### src/rtl/nvcfg_pkg.sv
package nvcfg_pkg;

  localparam int unsigned REG_W  = 8;
  localparam int unsigned B_WPEN = 7;
  localparam int unsigned B_RWEL = 2;
  localparam int unsigned B_WEL  = 1;

  // bits held in the nonvolatile shadow: 7..3 and 0
  localparam logic [REG_W-1:0] NV_MASK   = 8'hF9;
  // bits frozen when the pin and protect-enable lock the register
  localparam logic [REG_W-1:0] LOCK_MASK = 8'h98;
  localparam logic [REG_W-1:0] CODE_WEL  = 8'h02;
  localparam logic [REG_W-1:0] CODE_RWEL = 8'h06;

  typedef enum logic [2:0] {
    CMD_IGNORE,
    CMD_DROP_WEL,
    CMD_ARM_WEL,
    CMD_ARM_RWEL,
    CMD_STORE,
    CMD_KEEP
  } cmd_e;

  function automatic cmd_e classify(input logic [REG_W-1:0] d,
                                    input logic wel,
                                    input logic rwel);
    cmd_e c;
    if (!d[B_WEL])                   c = CMD_DROP_WEL;
    else if (wel && rwel)            c = d[B_RWEL] ? CMD_KEEP : CMD_STORE;
    else if (wel && d == CODE_RWEL)  c = CMD_ARM_RWEL;
    else if (d == CODE_WEL)          c = CMD_ARM_WEL;
    else                             c = CMD_IGNORE;
    return c;
  endfunction

endpackage

### src/rtl/nvcfg_rst_sync.sv
module nvcfg_rst_sync #(
  parameter int unsigned STAGES = 2
) (
  input  logic clk,
  input  logic rst_n,
  output logic rst_sync_n
);

  logic [STAGES-1:0] chain_q;

  always_ff @(posedge clk or negedge rst_n) begin
    if (!rst_n) chain_q <= '0;
    else        chain_q <= {chain_q[STAGES-2:0], 1'b1};
  end

  assign rst_sync_n = chain_q[STAGES-1];

endmodule

### src/rtl/nvcfg_latch.sv
module nvcfg_latch
  import nvcfg_pkg::*;
(
  input  logic             clk,
  input  logic             rst_n,
  input  logic             en,
  input  logic             busy,
  input  logic             wr_stb,
  input  logic [REG_W-1:0] wr_data,
  input  logic             start,
  input  logic             stop,
  input  logic             mem_req,
  input  logic             mem_prot,
  output logic             wel,
  output logic             rwel,
  output logic             ack,
  output logic             commit_go,
  output logic [REG_W-1:0] commit_raw
);

  logic             wel_q, wel_d;
  logic             rwel_q, rwel_d;
  logic             arm_q, arm_d;
  logic [REG_W-1:0] raw_q, raw_d;
  logic             ack_q, ack_d;
  logic             wr_live;
  logic             go;
  cmd_e             cmd;

  assign cmd     = classify(wr_data, wel_q, rwel_q);
  assign wr_live = en && wr_stb && !busy;
  assign go      = en && stop && arm_q;

  always_comb begin
    wel_d  = wel_q;
    rwel_d = rwel_q;
    arm_d  = arm_q;
    raw_d  = raw_q;
    ack_d  = 1'b0;
    if (en) begin
      if (start) arm_d = 1'b0;
      if (wr_live) begin
        unique case (cmd)
          CMD_DROP_WEL: wel_d = 1'b0;
          CMD_ARM_WEL: begin
            wel_d = 1'b1;
            ack_d = 1'b1;
          end
          CMD_ARM_RWEL: begin
            wel_d  = 1'b1;
            rwel_d = 1'b1;
            ack_d  = 1'b1;
          end
          CMD_STORE: begin
            arm_d = 1'b1;
            raw_d = wr_data;
            ack_d = 1'b1;
          end
          CMD_KEEP:   ack_d = 1'b1;
          CMD_IGNORE: ack_d = 1'b0;
          default:    ack_d = 1'b0;
        endcase
      end
      if (mem_req && mem_prot) rwel_d = 1'b0;
      if (go) begin
        arm_d  = 1'b0;
        rwel_d = 1'b0;
      end
    end
  end

  always_ff @(posedge clk or negedge rst_n) begin
    if (!rst_n) begin
      wel_q  <= 1'b0;
      rwel_q <= 1'b0;
      arm_q  <= 1'b0;
      raw_q  <= '0;
      ack_q  <= 1'b0;
    end else begin
      wel_q  <= wel_d;
      rwel_q <= rwel_d;
      arm_q  <= arm_d;
      raw_q  <= raw_d;
      ack_q  <= ack_d;
    end
  end

  assign wel        = wel_q;
  assign rwel       = rwel_q;
  assign ack        = ack_q;
  assign commit_go  = go;
  assign commit_raw = raw_q;

endmodule

### src/rtl/nvcfg_guard.sv
module nvcfg_guard
  import nvcfg_pkg::*;
(
  input  logic             en,
  input  logic             wp,
  input  logic             vis_wpen,
  input  logic             wel,
  input  logic             mem_req,
  input  logic             mem_prot,
  input  logic [REG_W-1:0] new_val,
  input  logic [REG_W-1:0] old_val,
  output logic [REG_W-1:0] merged,
  output logic             mem_ok
);

  logic locked;

  assign locked = wp && vis_wpen;

  for (genvar i = 0; i < REG_W; i++) begin : g_bit
    if (!NV_MASK[i]) begin : g_vol
      assign merged[i] = 1'b0;
    end else if (LOCK_MASK[i]) begin : g_lock
      assign merged[i] = locked ? old_val[i] : new_val[i];
    end else begin : g_free
      assign merged[i] = new_val[i];
    end
  end

  assign mem_ok = en && mem_req && wel && !mem_prot;

endmodule

### src/rtl/nvcfg_store.sv
module nvcfg_store
  import nvcfg_pkg::*;
#(
  parameter logic [REG_W-1:0] NV_INIT  = 8'h00,
  parameter int unsigned      BUSY_CYC = 2_000_000
) (
  input  logic             clk,
  input  logic             rst_n,
  input  logic             en,
  input  logic             commit_go,
  input  logic [REG_W-1:0] commit_val,
  input  logic             rd_stb,
  output logic [REG_W-1:0] stored,
  output logic [REG_W-1:0] visible,
  output logic             busy
);

  localparam int unsigned CNT_W = $clog2(BUSY_CYC + 1);
  localparam logic [REG_W-1:0] INIT_NV = NV_INIT & NV_MASK;

  logic [REG_W-1:0] nv_q, nv_d;
  logic [REG_W-1:0] vis_q, vis_d;
  logic [CNT_W-1:0] cnt_q, cnt_d;

  always_comb begin
    nv_d  = nv_q;
    vis_d = vis_q;
    cnt_d = cnt_q;
    if (commit_go)          nv_d  = commit_val;
    if (en && rd_stb)       vis_d = nv_q;
    if (commit_go)          cnt_d = CNT_W'(BUSY_CYC);
    else if (cnt_q != '0)   cnt_d = cnt_q - 1'b1;
  end

  always_ff @(posedge clk or negedge rst_n) begin
    if (!rst_n) begin
      nv_q  <= INIT_NV;
      vis_q <= INIT_NV;
      cnt_q <= '0;
    end else begin
      nv_q  <= nv_d;
      vis_q <= vis_d;
      cnt_q <= cnt_d;
    end
  end

  assign stored  = nv_q;
  assign visible = vis_q;
  assign busy    = (cnt_q != '0);

endmodule

### src/rtl/nvcfg_lock.sv
module nvcfg_lock
  import nvcfg_pkg::*;
#(
  parameter logic [7:0]  NV_INIT     = 8'h00,
  parameter int unsigned BUSY_CYC    = 2_000_000,
  parameter int unsigned SYNC_STAGES = 2
) (
  input  logic       clk,
  input  logic       rst_n,
  input  logic       hold_i,
  input  logic       wp_i,
  input  logic       xact_start_i,
  input  logic       xact_stop_i,
  input  logic       reg_wr_i,
  input  logic [7:0] reg_wdata_i,
  input  logic       reg_rd_i,
  input  logic       mem_wr_i,
  input  logic       mem_prot_i,
  output logic [7:0] reg_o,
  output logic       reg_ack_o,
  output logic       mem_wr_ok_o,
  output logic       busy_o
);

  logic             rst_s_n;
  logic             en;
  logic             wel, rwel, busy, go;
  logic [REG_W-1:0] raw, merged, stored, visible;

  assign en = !hold_i;

  nvcfg_rst_sync #(.STAGES(SYNC_STAGES)) u_rst (
    .clk        (clk),
    .rst_n      (rst_n),
    .rst_sync_n (rst_s_n)
  );

  nvcfg_latch u_latch (
    .clk        (clk),
    .rst_n      (rst_s_n),
    .en         (en),
    .busy       (busy),
    .wr_stb     (reg_wr_i),
    .wr_data    (reg_wdata_i),
    .start      (xact_start_i),
    .stop       (xact_stop_i),
    .mem_req    (mem_wr_i),
    .mem_prot   (mem_prot_i),
    .wel        (wel),
    .rwel       (rwel),
    .ack        (reg_ack_o),
    .commit_go  (go),
    .commit_raw (raw)
  );

  nvcfg_guard u_guard (
    .en       (en),
    .wp       (wp_i),
    .vis_wpen (visible[B_WPEN]),
    .wel      (wel),
    .mem_req  (mem_wr_i),
    .mem_prot (mem_prot_i),
    .new_val  (raw),
    .old_val  (stored),
    .merged   (merged),
    .mem_ok   (mem_wr_ok_o)
  );

  nvcfg_store #(.NV_INIT(NV_INIT), .BUSY_CYC(BUSY_CYC)) u_store (
    .clk        (clk),
    .rst_n      (rst_s_n),
    .en         (en),
    .commit_go  (go),
    .commit_val (merged),
    .rd_stb     (reg_rd_i),
    .stored     (stored),
    .visible    (visible),
    .busy       (busy)
  );

  assign reg_o  = {visible[7:3], rwel, wel, visible[0]};
  assign busy_o = busy;

endmodule

### config.mk
export PLATFORM = sky130hd
export DESIGN_NAME = nvcfg_lock
export DESIGN_NICKNAME = d
export VERILOG_FILES = /design/src/rtl/nvcfg_pkg.sv /design/src/rtl/nvcfg_rst_sync.sv /design/src/rtl/nvcfg_latch.sv /design/src/rtl/nvcfg_guard.sv /design/src/rtl/nvcfg_store.sv /design/src/rtl/nvcfg_lock.sv
export SDC_FILE = /design/constraint.sdc
export NUM_CORES = 1
export LEC_CHECK = 0
export BUFFER_PORTS_ARGS = -buffer_cell sky130_fd_sc_hd__buf_2
export CAP_MARGIN = 20
export CORE_MARGIN = 2
export CORE_UTILIZATION = 57
export DETAILED_ROUTE_END_ITERATION = 12
export PLACE_DENSITY = 0.78
export SLEW_MARGIN = 20
export SYNTH_ARGS = -nofsm -noshare
export SYNTH_HDL_FRONTEND = slang
export SYNTH_SLANG_ARGS = --single-unit
### constraint.sdc
create_clock -name clk -period 2.3 [get_ports clk]
set_clock_uncertainty 0.2 [all_clocks]
set_input_delay 0.23 -clock clk [delete_from_list [all_inputs] [get_ports clk]]
set_output_delay 0.23 -clock clk [all_outputs]
set_load 0.01 [all_outputs]
# --- Word level (Yosys, flattened, before mapping) ---
# Cells that the tools add are included.
op_classes:
  add_sub_neg: 1
  n_eq_ne: 7
  n_mux: 19
  reduce_logical: 26
  n_bitwise: 2
op_table:
  columns: ["op", "count"]
  rows:
  - ["$mux W21", 2]
  - ["$reduce_bool A21 Y1", 1]
  - ["$sub A21 B1 Y21 const B", 1]
  - ["$logic_and A1 B1 Y1", 12]
  - ["$mux W1", 12]
  - ["$mux W3", 3]
  - ["$reduce_and A3 Y1", 3]
  - ["$eq A8 B2 Y1 const B", 1]
  - ["$eq A8 B3 Y1 const B", 1]
  - ["$eq A3 B2 Y1 const B", 2]
  - ["$eq A3 B3 Y1 const B", 2]
  - ["$reduce_bool A3 Y1", 2]
  - ["$reduce_bool A2 Y1", 2]
  - ["$reduce_or A4 Y1", 1]
  - ["$eq A3 B1 Y1 const B", 1]
  - ["$logic_not A1 Y1", 3]
  - ["$mux W2", 1]
  - ["$not A1 Y1", 2]
  - ["$pmux W1 S2", 1]
  - ["$reduce_and A2 Y1", 1]
  - ["$reduce_or A2 Y1", 1]
word_totals:
  wordCells: 65
  regBits: 47
  inputBits: 18
  out_inout_bits: 11

# --- Depth between registers and ports, before layout ---
logic_depth:
  ltp_word: 10
  ltp_mapped: 7
  ltp_nobuf: 7

# --- Hierarchy ---
# Synthesis repeated with hierarchy kept, for this count alone.
unflattened:
  cells_unflattened: 222
  area_unflattened_um2: 2568.7
modules_own_cells:
  columns: ["mod", "instances", "area_each_um2", "seq_area_each_um2", "cells_per_inst"]
  rows:
  - ["nvcfg_store", 1, 1861.8, 925.9, 166]
  - ["nvcfg_latch", 1, 531.8, 300.3, 39]
  - ["nvcfg_guard", 1, 102.6, 0.0, 11]
  - ["nvcfg_rst_sync", 1, 53.8, 50.0, 3]
  - ["nvcfg_lock", 1, 18.8, 0.0, 3]

# --- Worst setup path before layout ---
# Ideal clock, no wire load.
synth_path:
  path_kind: "flip-flop to flip-flop"
  start: "register u_store.cnt_q[0]"
  end: "register u_store.cnt_q[9]"
  n_path_buf: 0
  arrival_time_ns: 1.897
  setup_time_ns: 0.079
  path_slack_ns: 0.123
  stages_incl_launch_ff: 5
  period_less_slack_ns: 2.177
  t_required_ns: 2.021
  path_cell_list: "dfrtp_1 > or4_4 > or4_4 > a2111oi_4 > mux2i_1"
synth_between:
  elab_chain_len: 3
  word_cells_on_any_way: 5
  classes_between: "1 x add/sub; 2 x mux; 2 x reduce/logical"
synth_rtl:
  columns: ["item", "line", "rtl"]
  rows:
  - ["start, declared", "nvcfg_store.sv:23", "logic [CNT_W-1:0] cnt_q, cnt_d;"]
  - ["start signal, assigned", "nvcfg_store.sv:43", "cnt_q <= cnt_d;"]
  - ["$sub A21 B1 Y21", "nvcfg_store.sv:32", "else if (cnt_q != '0) cnt_d = cnt_q - 1'b1;"]
  - ["$mux W21", "nvcfg_store.sv:32", null]
  - ["$mux W21", "nvcfg_store.sv:31", "if (commit_go) cnt_d = CNT_W'(BUSY_CYC);"]
# Parallel ways exist; a longest one is shown, timed or not. The select of a mux whose other input is x is not followed.
# A chain may end at the register's enable or synchronous reset.

# --- Final worst setup path ---
layout_path:
  start: "register u_store.cnt_q[1]"
  end: "register u_store.cnt_q[3]"
# Same word-level chain as after synthesis.

==> metrics <==
status=complete, but fails checks; dpl cell area=2550 um2; Synth Flop Type=dfrtp_1; post-synthesis sequential area ratio=49.0%; final hold viol count=0; share of layout cells above drive strength 1=34.2%; total grt overflow=0; crit end category=register; number of port buffers=28; Clk Latency, worst-skew pair=0.30 ns; Reg clk slew, reported paths=0.09 ns; Slew Viols, Final=0; final wirelength=5280 um; via count=1918; leakage=1.22 nW; GRT Overall Usage=24.9%; minimum hold slack=0.0518 ns; RSZ-0062 raised after global routing=yes; violated checks=setup timing; crit path max fanout=9; f_max=0.435 GHz; Root Buffer=clkbuf_8; clock sink count=45; CP Data Arrival Time=2.32 ns; fin crit share=100%; Chip Height=67.5 um; Tightest Pin Transition=0.606 ns; count of final setup violators=1; nets=288; asr flop ratio synth=100%; final instance area=2870 um2; peak supply drop=0.000459 V; max-cap viol count=0; RePlAce Congestion=0.806; Crit path required time=2.32 ns; fin crit period=2.30 ns; P per Cell Area=548 nW/um2; n_diodes=0; Cells after Synth=217; worst min path class=input pin to asynchronous set/reset pin; worst setup margin=-0.000606 ns; syn nets=237; via/cell ratio=6.01; IO Pins=29; Worst setup SP type=register; area grow syn2layout=25.0%; via count of the first global-routing pass=1786; origin of the worst setup path=u_store.cnt_q[1]; worst setup path end=u_store.cnt_q[3]; initial antenna violation count=0; relative slew slack=58.6%; Yosys reg bits=45; reg2reg start=u_store.cnt_q[1]; TritonRoute pass-1 iters=4; R2R Setup Slk=-0.0006 ns; Max Root-Sink Buffers=2; pin count of the biggest net entering global routing=44; CTS tree=built; CP Class=register to register; number of CTS-inserted buffers=5; DP Wirelength=3290 um; Post-Syn Area per Cell=10.6 um2; worst reg2reg path depth=7; first-pass GRT wire length=8350 um; antenna viol nets, final=0; DRT iter0 DRCs=139; Post-route DRC=0; synth warn=0; Die ar.=4560 um2; core area=3940 um2; H-tree lvl count=2; number of synthesized flops with an enable pin=0; die width=67.5 um; initial core utilization=58.3%; Distinct cells, synth=44; Post-Syn Area=2300 um2; reg2reg end=u_store.cnt_q[3]; WL per Instance=16.5 um; num rows=23
[layout by cell type, fill, tap and decap left out, types with 4 or more instances in the layout]
cell	instances
a21oi_1	13
buf_2	27
buf_4	17
clkbuf_8	5
dfrtp_1	43
dlygate4sd3_1	7
mux2_2	16
mux2i_1	7
nand2_1	25
nand2b_1	7
nand3_1	11
nor2_1	7
nor3_1	4
nor4_1	6
o21ai_0	7
o31ai_1	7
or4_1	6
[layer usage]
| layer | vias up | wire length, um | GRT usage [%] |
|---|---|---|---|
| met1 | 933 | 2240 | 31.5 |
| li1 | 909 | - | - |
| met3 | 13 | 215 | 3.50 |
| met5 | - | 0 | 0 |
| met2 | 63 | 2690 | 42.2 |
| met4 | 0 | 127 | 11.2 |
[what timing repair did]
item,in CTS,in global routing
hold buffers,7,0
resized for setup,5,12
hold endpoints to repair,8,0
setup endpoints to repair,9,12
setup buffers,0,6
pin swaps,0,5
[cell families after synthesis]
kind of cell,after synthesis,share of synthesized area (%)
other,1,0.163
and+or+nand+nor,97,25.3
AOI/OAI and AO/OA,36,10.6
DFF,45,49.0
adders and majority gates,2,1.09
buffers and inverters,13,2.99
muxes,23,10.9
[stage by stage]
stage / power, mW / instances / TNS (ns) / setup WS (ns) / util, %
floorplan: 0.831 / 217 / 0 / 0.123 / -
global route: 1.63 / 319 / -0.182 / -0.125 / 72.9
global placement: 0.855 / 298 / 0 / 0.0476 / 64.8
detailed placement: 0.856 / 298 / -0.193 / -0.0358 / 64.8
CTS: 1.58 / 313 / 0 / 0.00178 / 70.6
finish: 1.57 / 319 / -0.000606 / -0.000606 / 72.9
[cell usage after synthesis (all sizes together) (2+ instances only)]
library cell | instances | area share [%]
nor2 | 8 | 1.3
a21oi | 14 | 3.0
nand2 | 25 | 4.1
dfrtp | 45 | 49
nand3 | 11 | 2.4
nor3 | 5 | 1.6
mux2 | 16 | 7.8
a2111oi | 3 | 2.0
a211oi | 2 | 0.65
nand2b | 7 | 1.9
nor2b | 3 | 0.82
nor3b | 2 | 0.65
or3b | 2 | 0.76
nor4 | 7 | 2.6
inv | 3 | 0.49
nor4b | 2 | 0.76
buf | 5 | 1.7
o31ai | 7 | 2.3
or3 | 3 | 0.82
clkbuf | 5 | 0.82
and2 | 3 | 0.82
or4 | 9 | 3.3
o21ai | 7 | 1.5
mux2i | 7 | 3.0
ha | 2 | 1.1
nand4 | 3 | 0.82
[layout make-up]
cell class              instances  area (um2)
fillers                       260        1070
clock inverters                 3        68.8
multi-input cells             159        1160
flip-flops and latches         45        1130
inverters                       3        11.3
clock buffers                   5        68.8
well taps                      50        62.6
repair buffers                 54         375
[where the power goes]
group	internal, mW	switching (mW)	leakage (nW)
Combinational	0.0254	0.0323	0.591
Sequential	0.792	0.000479	0.555
Clock	0.437	0.286	0.0687
Total	1.26	0.319	1.22
[worst max-delay path, stage by stage (launching register included)]
cell	delay [ns]
dfrtp_1	0.42
inv_2	0.08
ha_4	0.16
nor4b_4	0.13
and4_1	0.20
buf_4	0.18
a2111oi_0	0.61
mux2i_1	0.25
[state kept, by name, indices dropped and copies added, names as in the netlist]
name / cells
u_latch.ack: 1
u_latch.arm_q: 1
u_latch.commit_raw: 6
u_latch.rwel: 1
u_latch.wel: 1
u_rst.chain_q: 2
u_store.cnt_q: 21
u_store.stored: 6
u_store.visible: 6
[how the worst min path moves through the flow]
stage / startpoint / slack [ns] / depth (start not counted) / to
after detailed placement: rst_n / -0.19 / 1 / u_rst.chain_q[0]
after CTS: rst_n / 0.03 / 2 / u_rst.chain_q[1]
after global routing: rst_n / 0.05 / 2 / u_rst.chain_q[0]
after global placement: rst_n / -0.19 / 1 / u_rst.chain_q[0]
after floorplan: rst_n / -0.27 / 0 / u_rst.chain_q[0]
final: rst_n / 0.05 / 2 / u_rst.chain_q[0]
Power figures use the tool's default switching activity.
